==> src/rtl/eag_pkg.sv <==
package eag_pkg;
  localparam int EAG_AW = 16;
  localparam int EAG_DW = 8;

  typedef enum logic [1:0] {
    AM_OFFSET = 2'd0,
    AM_AUTO   = 2'd1,
    AM_IMM    = 2'd2
  } am_e;

  typedef struct packed {
    logic              ea_en;
    logic              imm_en;
    logic              wb_en;
    logic [1:0]        wb_sel;
    logic [EAG_AW-1:0] ea;
    logic [EAG_AW-1:0] wb;
    logic [EAG_DW-1:0] imm;
  } eag_res_t;
endpackage

==> src/rtl/eag_disp_sel.sv <==
module eag_disp_sel #(
  parameter int AW = 16,
  parameter int DW = 8
) (
  input  logic [DW-1:0] disp_in,
  input  logic [DW-1:0] ext_in,
  output logic [AW-1:0] disp_ext,
  output logic          disp_neg
);
  localparam logic [DW-1:0] SUBST_CODE = {1'b1, {(DW-1){1'b0}}};

  logic [DW-1:0] eff;

  always_comb begin
    eff      = (disp_in == SUBST_CODE) ? ext_in : disp_in;
    disp_neg = eff[DW-1];
    disp_ext = {{(AW-DW){eff[DW-1]}}, eff};
  end
endmodule

==> src/rtl/eag_base_mux.sv <==
module eag_base_mux #(
  parameter int AW = 16,
  parameter int NPTR = 4
) (
  input  logic [$clog2(NPTR)-1:0] sel,
  input  logic [NPTR-1:0][AW-1:0] bases,
  output logic [AW-1:0]           base
);
  always_comb begin
    base = '0;
    for (int i = 0; i < NPTR; i++) begin
      if (sel == i[$clog2(NPTR)-1:0]) base = bases[i];
    end
  end
endmodule

==> src/rtl/eag_calc.sv <==
module eag_calc
  import eag_pkg::*;
#(
  parameter int AW = 16,
  parameter int SW = 2
) (
  input  logic          mode,
  input  logic [SW-1:0] sel,
  input  logic          limited,
  input  logic [AW-1:0] base,
  input  logic [AW-1:0] disp_ext,
  input  logic          disp_neg,
  output am_e           am,
  output logic [AW-1:0] ea,
  output logic [AW-1:0] wb
);
  logic [AW-1:0] sum;

  always_comb begin
    sum = base + disp_ext;
    if (mode && (sel == '0))      am = AM_IMM;
    else if (mode && !limited)    am = AM_AUTO;
    else                          am = AM_OFFSET;
    ea = ((am == AM_AUTO) && !disp_neg) ? base : sum;
    wb = sum;
  end
endmodule

==> src/rtl/eag_top.sv <==
module eag_top
  import eag_pkg::*;
#(
  parameter int AW = EAG_AW,
  parameter int DW = EAG_DW
) (
  input  logic          clk,
  input  logic          rst_n,
  input  logic          req_valid,
  input  logic          req_mode,
  input  logic [1:0]    req_ptr_sel,
  input  logic          req_limited,
  input  logic [DW-1:0] req_disp,
  input  logic [AW-1:0] pc_in,
  input  logic [AW-1:0] ptr1_in,
  input  logic [AW-1:0] ptr2_in,
  input  logic [AW-1:0] ptr3_in,
  input  logic [DW-1:0] ext_in,
  output logic          ea_valid,
  output logic [AW-1:0] ea_addr,
  output logic          imm_valid,
  output logic [DW-1:0] imm_data,
  output logic          wb_en,
  output logic [1:0]    wb_sel,
  output logic [AW-1:0] wb_ptr
);
  localparam int NPTR = 4;
  localparam int SW   = $clog2(NPTR);

  logic [NPTR-1:0][AW-1:0] bases;
  logic [AW-1:0]           base;
  logic [AW-1:0]           disp_ext;
  logic                    disp_neg;
  am_e                     am;
  logic [AW-1:0]           ea_c;
  logic [AW-1:0]           wb_c;
  eag_res_t                res_d, res_q;
  logic                    data_ce;

  assign bases = {ptr3_in, ptr2_in, ptr1_in, pc_in};

  eag_disp_sel #(.AW(AW), .DW(DW)) disp_i (
    .disp_in (req_disp),
    .ext_in  (ext_in),
    .disp_ext(disp_ext),
    .disp_neg(disp_neg)
  );

  eag_base_mux #(.AW(AW), .NPTR(NPTR)) base_i (
    .sel  (req_ptr_sel),
    .bases(bases),
    .base (base)
  );

  eag_calc #(.AW(AW), .SW(SW)) calc_i (
    .mode    (req_mode),
    .sel     (req_ptr_sel),
    .limited (req_limited),
    .base    (base),
    .disp_ext(disp_ext),
    .disp_neg(disp_neg),
    .am      (am),
    .ea      (ea_c),
    .wb      (wb_c)
  );

  // next state: strobes follow the request, data fields load only on a request
  assign data_ce = req_valid;

  always_comb begin
    res_d        = res_q;
    res_d.ea_en  = 1'b0;
    res_d.imm_en = 1'b0;
    res_d.wb_en  = 1'b0;
    if (data_ce) begin
      res_d.ea_en  = (am != AM_IMM);
      res_d.imm_en = (am == AM_IMM);
      res_d.wb_en  = (am == AM_AUTO);
      res_d.imm    = req_disp;
      if (am != AM_IMM) res_d.ea = ea_c;
      if (am == AM_AUTO) begin
        res_d.wb     = wb_c;
        res_d.wb_sel = req_ptr_sel;
      end
    end
  end

  always_ff @(posedge clk or negedge rst_n) begin
    if (!rst_n) res_q <= '0;
    else        res_q <= res_d;
  end

  assign ea_valid  = res_q.ea_en;
  assign ea_addr   = res_q.ea;
  assign imm_valid = res_q.imm_en;
  assign imm_data  = res_q.imm;
  assign wb_en     = res_q.wb_en;
  assign wb_sel    = res_q.wb_sel;
  assign wb_ptr    = res_q.wb;
endmodule

==> config.mk <==
export PLATFORM = sky130hd
export DESIGN_NAME = eag_top
export DESIGN_NICKNAME = d
export VERILOG_FILES = /design/src/rtl/eag_pkg.sv /design/src/rtl/eag_disp_sel.sv /design/src/rtl/eag_base_mux.sv /design/src/rtl/eag_calc.sv /design/src/rtl/eag_top.sv
export SDC_FILE = /design/constraint.sdc
export NUM_CORES = 1
export LEC_CHECK = 0
export BUFFER_PORTS_ARGS = -buffer_cell sky130_fd_sc_hd__buf_4
export CAP_MARGIN = 20
export CORE_UTILIZATION = 41
export CTS_BUF_LIST = sky130_fd_sc_hd__clkbuf_4
export DETAILED_ROUTE_END_ITERATION = 10
export PLACE_DENSITY = 0.8
export SYNTH_ARGS = -nofsm -noshare
export SYNTH_HDL_FRONTEND = slang
export SYNTH_SLANG_ARGS = --single-unit
==> constraint.sdc <==
create_clock -name clk -period 2.4 [get_ports clk]
set_clock_uncertainty 0.1 [all_clocks]
set_input_delay 0.12 -clock clk [delete_from_list [all_inputs] [get_ports clk]]
set_output_delay 0.12 -clock clk [all_outputs]
set_load 0.1 [all_outputs]
==> results of run 1 <==
-- cell families after synthesis --
group,count (synthesis),synth area share (%)
mux,35,19.1
fa+ha+maj,16,6.91
simple gates,93,14.0
compound gates,65,15.0
xor+xnor,13,4.04
buf+inv,21,3.41
flops,45,37.5
-- timing repair --
item	CTS	global route
resized for setup	29	19
endpoints found under the setup margin	22	22
hold buffers	5	1
buffers inserted	9	11
endpoints found under the hold margin	49	1
pin swaps	19	27
-- area by class of cell --
cell class	count	share of cell area, %
Inverter	8	0.846
Timing Repair Buffer	216	32.7
Sequential cell	45	21.7
Tap cell	96	2.32
Clock buffer	8	1.16
Multi-Input combinational cell	222	41.2
-- through the flow --
step           hold WS [ns]  setup slack [ns]  setup TNS (ns)  cell area (sq um)  power, uW
2_1_floorplan        -0.276            -0.671           -6.79               3170       3110
3_3_place_gp         0.0523            -0.792          -13.51               4670       3850
3_5_place_dp         0.0609            -0.852          -17.46               4670       3900
4_1_cts             0.00638            -0.307           -2.73               5000       4410
5_1_grt             0.00682            -0.482           -6.97               5180       4700
6_report             0.0278            -0.370           -4.50               5180       4520
-- power groups by stage --
stage	Sequential [uW]	Combinational [uW]	Clock (uW)
finish	1070	3050	404
CTS	1060	2930	411
detailed placement	1080	2820	0
floorplan	2510	610	0
global route	1090	3170	444
global placement	1070	2780	0
-- metal layers --
| metal | share of wire, % | global-route usage [%] |
|---|---|---|
| met1 | 38 | 31.7 |
| met2 | 53 | 52.2 |
| met3 | 5.7 | 4.43 |
| met4 | 3.2 | 12.4 |
| met5 | 0 | 0 |
-- cells in the final DEF, fill, tap and decap left out, drive strengths merged, types with 9 or more instances in the layout --
master,netlist,routed
a21o,10,10
ha,15,15
mux2,19,19
buf,5,210
a21oi,15,15
nand2,44,44
dfrtp,45,45
mux4,16,16
nor2,17,17
o21ai,9,9
nand3,11,11
-- sequential cells by signal, indices dropped and copies added, names as in the netlist --
name       cells
ea_addr       16
ea_valid       1
imm_data       8
imm_valid      1
wb_en          1
wb_ptr        16
wb_sel         2
-- worst paths after layout --
check                            startpoint           to
worst max-delay path            req_disp[3]  ea_addr[12]
worst min-delay path              req_valid    imm_valid
worst max register to register    wb_ptr[1]    wb_ptr[1]
worst min register to register   wb_ptr[12]   wb_ptr[12]
max in group asynchronous             rst_n    wb_ptr[1]
min in group asynchronous             rst_n    imm_valid
==> metrics.md, run 1 <==
| Metric | Value |
|---|---|
| Outcome | `complete, but fails checks` |
| Failing checks | `negative setup slack` |
| Buffers on Ports | `approximately 130` |
| Worst slew pin tran | `between 0.5 and 0.6 ns` |
| Clock power share | `under 10%` |
| EDFF count, synth | `0` |
| Most frequent cell after synthesis | `dfrtp_1` |
| CP Data Arrival Time | `roughly 3 ns` |
| Max-slew headroom | `between 60% and 70%` |
| Primary FF master, synth | `dfrtp_1` |
| NetSw | `2480 uW` |
| Remaining DRCs | `0` |
| Initial drt markers | `126` |
| P&R area growth vs syn | `72.4%` |
| Core ar. | `slightly below 7000 sq um` |
| Critical path type | `in2reg` |
| Tcrit/Tclk final | `115%` |
| Pint | `~2000 uW` |
| Flop pwr share | `around a quarter` |
| Clock sink total | `45` |
| Die footprint | `7670 sq um` |
| Final Util | `between 70% and 80%` |
| FF+latch count, synth | `45` |
| Cell Area, Synth | `roughly 3000 sq um` |
| Sw Share | `between 50% and 60%` |
| First-pass GRT wire length | `approximately 16,000 microns` |
| Initial antenna violation count | `0` |
| H-tree levels | `2` |
| CP top delay family | `simple AND/OR/NAND/NOR gates` |
| Synth warn | `0` |
| Final nets | `~600` |
| MaxCap Viol Count | `0` |
| Worst vdd ir | `between 0.5 and 0.6 mV` |
| CTS tree | `yes` |
| DP Wirelength | `7700 microns` |
| GRT Util Overall | `between 20 and 30%` |
| Reg area | `approximately 1100 sq um` |
| Crit-path cells | `buf_6, or2_4, buf_6, nor4_4, nand2_2, nor3_4, a21o_1, buf_6, fa_2, a21oi_2, o21ai_2, a211oi_4, nor2_2, o31ai_4, or4_1, nand3_1` |
| Fmax | `approximately 360 MHz` |
| Initial core utilization | `43.3%` |
| CTS clk-pin slew, worst paths | `about 0.13 ns` |
| Bufs and invs on worst path | `3` |
| DP Cell Count | `566` |
| Static Leakage | `~0.0025 uW` |
| RSZ-0062 raised after global routing | `true` |
| IO Pins | `between 100 and 150` |
| WP data required | `about 2.6 ns` |
| Cell mode on critical path | `buf_6` |
| Antenna-violating nets left | `0` |
| Final WL | `around 11,000 microns` |
| Routed vias | `between 3k and 4k` |
| Inserted Clock Buffers | `5` |
| R2R Setup Slk | `~1.5 ns` |
| Worst-path cell with the longest stage delay | `or4_1` |
| Number of global-route vias before repair | `3,441` |
| Ranking of synthesized cells by area | `dfrtp_1 (37%), mux4_2 (12%), mux2_2 (7.1%), ha_1 (6.2%), nand2_1 (5.5%)` |
| Die height | `between 80 and 90 microns` |
| Critical Path Sink Type | `flop` |
| Clk root buf | `clkbuf_4` |
| Avg WL per Cell | `18.1 microns` |
| Max incr delay on CP | `about 0.46 ns` |
| Multi-input logic area | `2130 sq um` |
| Post-Syn Nets | `391` |
| Fillcell total | `474` |
| Leading area contributor after synthesis | `dfrtp_1` |
| GPL Wtd Cong | `~0.92` |
| Router iterations before antenna repair | `5` |
| Setup WS post-layout | `-0.370 ns` |
| Fraction of layout cells with a size suffix above 1 | `60.7%` |
| Async set or reset register ratio after synthesis | `100%` |
| CP Max Fanout | `5` |
| N_diodes | `0` |
| Non-Filler Instances | `595` |
| Final setup vio count | `19` |
| Slew Viols, Final | `0` |
| Register area share after synthesis | `37.5%` |
| Top post-synthesis cells by count | `dfrtp_1 (45), nand2_1 (44), mux2_2 (19)` |
| Critical Path Start Type | `input port` |
| Worst skew pair latency | `between 0.3 and 0.4 ns` |
| Final Critical Period | `2.77 ns` |
| Min-Delay Path Depth | `2` |
| Chip width | `around 90 microns` |
| Pwr Density | `873 nW/um^2` |
| Mean Syn Cell Area | `about 10 sq um` |
| CTS max path bufs | `2` |
| Std cell rows | `30` |
| Mapped Cells | `around 290` |
| WP depth | `16` |
| Area share of the largest cell type after synthesis | `37.5%` |
| Global route overflow | `0` |
| Min-Delay Path Class | `in2reg` |
| Endpoints failing hold | `0` |
| Combinational power share | `between 60 and 70%` |
| Largest net degree at the start of global routing | `between 40 and 50` |
| R2R cell count | `1` |
| Distinct cells, synth | `50` |
| Vias per cell | `~5.5` |
Power figures use the tool's default switching activity.
==> inputs of run 2 (changes only) <==
==> constraint.sdc (replaced) <==
create_clock -name clk -period 2.6 [get_ports clk]
set_clock_uncertainty 0.1 [all_clocks]
set_input_delay 0.13 -clock clk [delete_from_list [all_inputs] [get_ports clk]]
set_output_delay 0.13 -clock clk [all_outputs]
set_load 0.1 [all_outputs]
==> run 2 against run 1 <==
Effect of this change:
- the run still ends with negative setup slack left
- design area decreased by 2.2%
- sequential power is 8% lower
- die area is the same
- hold slack got worse by 0.0033 ns
- first-iteration DRC count increased by 120%
- sequential share of layout area up 0.49 points
- cell count shrank 0.67%
- via count increased by 4.5%
- routed wire length rose by 6.9%
- combinational power down 8.2%
- largest cell class unchanged
==> metrics.md, run 2 (same netlist as run 1, synthesis figures left out) <==
| Metric | Value |
|---|---|
| Outcome | `complete, but fails checks` |
| Failing checks | `negative setup slack` |
| Met3 routed WL | `807 microns (+32%)` |
| Routed vias | `3,390 (+4.5%)` |
| H-tree levels | `2 (unchanged)` |
| Fraction of layout cells with a size suffix above 1 | `60.2% (-0.52 points)` |
| CP top delay family | `simple AND/OR/NAND/NOR gates` |
| DP Cell Count | `565 (-0.18%)` |
| Most common cell after layout, fill and taps aside | `buf_4` |
| GPL Wtd Cong | `1.00 (+9.1%)` |
| WP data required | `2.80 ns (+0.19 ns)` |
| N_diodes | `0 (unchanged)` |
| Vias per cell | `5.74 (+5.2%)` |
| Final WL | `11,500 microns (+6.9%)` |
| Endpoints failing hold | `0 (unchanged)` |
| P&R area growth vs syn | `68.6%` |
| CTS tree | `yes` |
| Worst slew pin tran | `0.599 ns (+0.00378 ns)` |
| Bufs and invs on worst path | `2 (-1)` |
| Clock sink total | `45 (unchanged)` |
| Core ar. | `6940 sq um (unchanged)` |
| Non-Filler Instances | `591 (-0.67%)` |
| Initial antenna violation count | `0 (unchanged)` |
| Tcrit/Tclk final | `115%` |
| Fmax | `roughly 330 MHz` |
| Die height | `87.6 microns (unchanged)` |
| DP Worst Slack | `-0.688 ns (+0.164 ns)` |
| IO Pins | `132 (unchanged)` |
| Setup WS post-layout | `-0.401 ns (-0.0313 ns)` |
| Slew Viols, Final | `0 (unchanged)` |
| Avg WL per Cell | `19.5 microns (+7.6%)` |
| Critical Path Start Type | `input port` |
| Fillcell total | `465 (-1.9%)` |
| WL met2 | `6040 microns (+6.0%)` |
| NetSw | `2300 uW (-7.4%)` |
| Buffers on Ports | `131 (unchanged)` |
| RSZ-0062 raised after global routing | `true` |
| Final Critical Period | `around 3.0 ns` |
| CTS max path bufs | `2 (unchanged)` |
| Clock power share | `8.4% (-0.5 points)` |
| Number of global-route vias before repair | `3,455 (+0.41%)` |
| Router iterations before antenna repair | `5 (unchanged)` |
| Most frequent cells in the layout | `buf_4 (199), dfrtp_1 (45), nand2_1 (39), mux2_2 (18), mux4_2 (16)` |
| Sw Share | `55.7% (+0.82 points)` |
| Min-Delay Path Class | `in2reg` |
| Initial core utilization | `43.3% (unchanged)` |
| DP Wirelength | `7890 microns (+2.4%)` |
| CTS clk-pin slew, worst paths | `0.13 ns (about the same)` |
| MaxCap Viol Count | `0 (unchanged)` |
| Chip width | `87.6 microns (unchanged)` |
| Worst skew pair latency | `0.37 ns (about the same)` |
| Largest net degree at the start of global routing | `46 (unchanged)` |
| GRT Util Overall | `28.6% (+0.53 points)` |
| Max incr delay on CP | `0.46 ns (about the same)` |
| Pint | `1830 uW (-10%)` |
| Clk root buf | `clkbuf_4` |
| Flop pwr share | `23.8% (+0.2 points)` |
| Critical Path Sink Type | `flop` |
| Remaining DRCs | `0 (unchanged)` |
| Final TNS setup | `-3.01 ns (+1.49 ns)` |
| Std cell rows | `30 (unchanged)` |
| Final setup vio count | `12 (-7)` |
| Worst-path cell with the longest stage delay | `or4_4` |
| Global route overflow | `0 (unchanged)` |
| Inserted Clock Buffers | `5 (unchanged)` |
| Antenna-violating nets left | `0 (unchanged)` |
| Final nets | `598 (-0.50%)` |
| Static Leakage | `0.00243 uW (-2.0%)` |
| Combinational power share | `67.8% (+0.4 points)` |
| Die footprint | `7670 sq um (unchanged)` |
| Max-slew headroom | `60.1% (-0.25 points)` |
| Top sig layer | `met4` |
| CP Data Arrival Time | `3.20 ns (+0.22 ns)` |
| First-pass GRT wire length | `16,600 microns (+2.3%)` |
| Critical path type | `in2reg` |
| Overall power | `4120 uW (-8.8%)` |
| Pwr Density | `814 nW/um^2 (-6.7%)` |
| Crit-path cells | `buf_6, or2_4, or4_4, o41ai_4, bufinv_8, ha_4, nand2_2, o211ai_1, o211ai_1, nand2_2, nor4_2, or4_1, a21oi_1` |
| CP Max Fanout | `6 (+1)` |
| Worst vdd ir | `0.686 mV (+19%)` |
| Initial drt markers | `282 (+120%)` |
| Met1 WL | `4110 microns (-0.39%)` |
-- run 2: cell count changes in the layout (fill, tap and decap cells not counted), sizes merged --
cell    delta
buf        -3
clkbuf     -2
clkinv     +1
-- run 2: metal layers --
| layer | GRT usage [%] | up-vias |
|---|---|---|
| li1 | - | 1491 |
| met1 | 31.8 | 1646 |
| met2 | 51.6 | 200 |
| met3 | 5.94 | 53 |
| met4 | 15.1 | 0 |
| met5 | 0 | - |
-- run 2: metrics by stage --
| step | instance area [sq um] | util, % | hold slack (ns) |
|---|---|---|---|
| after floorplan | 3140 | - | -0.266 |
| final | 5060 | 72.9 | 0.0245 |
| after CTS | 4890 | 70.4 | 0.00106 |
| after global placement | 4630 | 66.6 | 0.0586 |
| after global routing | 5060 | 72.9 | 0.00700 |
| after detailed placement | 4630 | 66.6 | 0.0690 |
-- run 2: layout make-up --
| cell class | instances | area (sq um) | share of cell area [%] |
|---|---|---|---|
| multi-input cells | 222 | 2080 | 41.1 |
| flip-flops and latches | 45 | 1130 | 22.2 |
| clock buffers | 6 | 45.0 | 0.889 |
| repair buffers | 213 | 1640 | 32.5 |
| inverters | 8 | 43.8 | 0.865 |
| clock inverters | 1 | 3.75 | 0.0741 |
| well taps | 96 | 120 | 2.37 |
-- run 2: path summary, 6_finish.rpt --
| path | slack, ns | endpoint | start | cells after the start |
|---|---|---|---|---|
| max | -0.40 | ea_addr[13] | req_disp[3] | 13 |
| min | 0.02 | imm_valid | req_valid | 2 |
| max reg2reg | 1.71 | ea_addr[15] | ea_addr[15] | 2 |
| min reg2reg | 0.39 | wb_ptr[14] | wb_ptr[14] | 2 |
| max in group asynchronous | 1.80 | ea_addr[9] | rst_n | 2 |
| min in group asynchronous | 0.19 | imm_data[7] | rst_n | 2 |
-- run 2: what timing repair did --
item / CTS / global route
gates resized for setup: 24 / 23
buffers inserted: 6 / 7
hold endpoints to repair: 49 / 1
pin swaps: 15 / 12
hold buffers: 5 / 1
endpoints found under the setup margin: 19 / 19
-- run 2: power groups by stage --
stage,Combinational [uW],Clock [uW],Sequential [uW]
detailed placement,2600,0,991
global placement,2560,0,984
global route,2900,382,1000
CTS,2680,338,979
floorplan,556,0,2310
finish,2800,347,980
==> inputs of run 3 (changes only) <==
--- a/config.mk
+++ b/config.mk
@@ -11,6 +11,7 @@
 export CTS_BUF_LIST = sky130_fd_sc_hd__clkbuf_4
 export DETAILED_ROUTE_END_ITERATION = 10
 export PLACE_DENSITY = 0.8
+export SKIP_LAST_GASP = 1
 export SYNTH_ARGS = -nofsm -noshare
 export SYNTH_HDL_FRONTEND = slang
 export SYNTH_SLANG_ARGS = --single-unit
==> run 3 against run 2 <==
Effect of this change:
- the flow still finishes with violations (negative setup slack)
- utilization decreased by 0.090 points
- via count increased by 0.94%
- sequential power about the same
- clock power decreased by 2%
- combinational power about the same
- die area unchanged
- maximum frequency about the same
- total power about the same
- critical path type unchanged
- largest cell class unchanged
==> metrics.md, run 3 (same netlist as run 1, synthesis figures left out) <==
| Metric | Value |
|---|---|
| Outcome | `complete, but fails checks` |
| Failing checks | `negative setup slack` |
| Pwr Density | `814 nW/um^2 (about the same)` |
| N_diodes | `0 (unchanged)` |
| MaxCap Viol Count | `0 (unchanged)` |
| WP data required | `2.80 ns (about the same)` |
| Combinational power share | `67.9% (about the same)` |
| Most common cell after layout, fill and taps aside | `buf_4` |
| First-pass GRT wire length | `16,600 microns (unchanged)` |
| Std cell rows | `30 (unchanged)` |
| Initial antenna violation count | `0 (unchanged)` |
| CTS tree | `yes` |
| Inserted Clock Buffers | `5 (unchanged)` |
| Number of global-route vias before repair | `3,455 (unchanged)` |
| Clock sink total | `45 (unchanged)` |
| Remaining DRCs | `0 (unchanged)` |
| Antenna-violating nets left | `0 (unchanged)` |
| Post-Layout Inst Area | `5060 sq um (-0.12%)` |
| Fmax | `333 MHz (about the same)` |
| Min-Delay Path Class | `in2reg` |
| Slew Viols, Final | `0 (unchanged)` |
| Setup WS post-layout | `-0.401 ns (+0.000327 ns)` |
| Avg WL per Cell | `19.7 microns (+0.79%)` |
| Routed vias | `3,422 (+0.94%)` |
| Critical Path Start Type | `input port` |
| CTS clk-pin slew, worst paths | `0.13 ns (about the same)` |
| Fraction of layout cells with a size suffix above 1 | `60.0% (-0.20 points)` |
| H-tree levels | `2 (unchanged)` |
| Critical Path Sink Type | `flop` |
| Worst vdd ir | `0.689 mV (+0.45%)` |
| CP Max Fanout | `6 (unchanged)` |
| Initial core utilization | `43.3% (unchanged)` |
| Die height | `87.6 microns (unchanged)` |
| GRT Util Overall | `28.6% (unchanged)` |
| Global route overflow | `0 (unchanged)` |
| Multi-input logic area | `2080 sq um (-0.12%)` |
| Clock power share | `8.2% (-0.2 points)` |
| Endpoints failing hold | `0 (unchanged)` |
| P&R area growth vs syn | `68.4%` |
| Final setup vio count | `12 (unchanged)` |
| Min-Delay Path Depth | `2 (unchanged)` |
| Reg area | `1130 sq um (unchanged)` |
| Origin of the critical flop-to-flop path | `ea_addr[15]` |
| Router iterations before antenna repair | `5 (unchanged)` |
| Worst slew pin tran | `0.608 ns (+0.00895 ns)` |
| GPL Wtd Cong | `1.00 (unchanged)` |
| Overall power | `4120 uW (about the same)` |
| Initial drt markers | `232 (-18%)` |
| Largest net degree at the start of global routing | `46 (unchanged)` |
| Buffers on Ports | `131 (unchanged)` |
| Sw Share | `55.7% (about the same)` |
| Chip width | `87.6 microns (unchanged)` |
| Crit path from | `req_disp[3]` |
| Tcrit/Tclk final | `115% (about the same)` |
| DP Worst Slack | `-0.688 ns (unchanged)` |
| HP Start | `req_valid` |
| Static Leakage | `0.00243 uW (about the same)` |
| Most frequent cells in the layout | `buf_4 (200), dfrtp_1 (45), nand2_1 (39), mux2_2 (18), mux4_2 (16)` |
| R2R cell count | `2 (unchanged)` |
| Placed cell area | `4630 sq um (unchanged)` |
| Max-slew headroom | `59.5% (-0.60 points)` |
| Flop pwr share | `23.8% (about the same)` |
| Critical path type | `in2reg` |
| Final Critical Period | `3.00 ns (-0.000327 ns)` |
| IO Pins | `132 (unchanged)` |
| Worst skew pair latency | `0.36 ns (about the same)` |
| DP Wirelength | `7890 microns (unchanged)` |
| Final nets | `598 (unchanged)` |
| Final WL | `11,600 microns (+0.79%)` |
| NetSw | `2290 uW (-0.10%)` |
| Core ar. | `6940 sq um (unchanged)` |
| Vias per cell | `5.79 (+0.94%)` |
| CTS max path bufs | `2 (unchanged)` |
| Pint | `1820 uW (about the same)` |
| Die footprint | `7670 sq um (unchanged)` |
| RSZ-0062 raised after global routing | `true` |
| Fillcell total | `465 (unchanged)` |
| CP Data Arrival Time | `3.20 ns (about the same)` |
| Clk root buf | `clkbuf_4` |
## run 3: cell counts in the layout (fill, tap and decap cells not counted)
Identical to the previous run, type by type.
## run 3: power by group through the flow
stage	clock (uW)	sequential [uW]	combinational, uW
detailed placement	0	991	2600
finish	339	982	2800
CTS	338	979	2680
global route	381	1000	2900
floorplan	0	2310	556
global placement	0	984	2560
## run 3: final cells by class
class,instances,share of cell area (%)
multi-input combinational,222,41.1
sequential,45,22.3
inverter,8,0.866
clock buffer,6,0.890
clock inverter,1,0.0742
tap,96,2.37
timing repair buffer,213,32.4
## run 3: what timing repair did
| action | 4_1_cts | 5_1_grt |
|---|---|---|
| endpoints found under the hold margin | 49 | 1 |
| hold buffers | 5 | 1 |
| setup buffers | 6 | 7 |
| endpoints found under the setup margin | 19 | 19 |
| pin swaps | 15 | 10 |
| resized for setup | 24 | 21 |
## run 3: per-stage QoR
stage          hold slack (ns)  util (%)  TNS [ns]  std cells
5_1_grt                0.00848      72.8     -4.11        591
4_1_cts                0.00106      70.4    -0.908        583
3_3_place_gp            0.0586      66.6     -9.40        565
2_1_floorplan           -0.266         -     -3.74        288
3_5_place_dp            0.0690      66.6    -12.25        565
6_report                0.0218      72.8     -3.05        591
## run 3: worst paths after layout
check	slack, ns	end
min in group asynchronous	0.20	imm_data[7]
setup reg to reg	1.70	ea_addr[15]
setup / recovery	-0.40	ea_addr[13]
hold reg to reg	0.39	wb_ptr[14]
hold / removal	0.02	imm_valid
max in group asynchronous	1.79	ea_addr[4]
## run 3: worst max-delay path: stages
cell	delay, ns
buf_6	0.09
or2_4	0.26
or4_4	0.46
o41ai_4	0.30
bufinv_8	0.27
ha_4	0.31
nand2_2	0.06
o211ai_1	0.26
o211ai_1	0.22
nand2_2	0.17
nor4_2	0.06
or4_1	0.46
a21oi_1	0.14
## run 3: layer usage
| layer | up-vias | share of wire, % | global-route usage [%] |
|---|---|---|---|
| met5 | - | 0 | 0 |
| met4 | 0 | 4.9 | 15.1 |
| met3 | 61 | 8.1 | 5.94 |
| met2 | 231 | 52 | 51.6 |
| met1 | 1642 | 35 | 31.8 |
| li1 | 1488 | - | - |
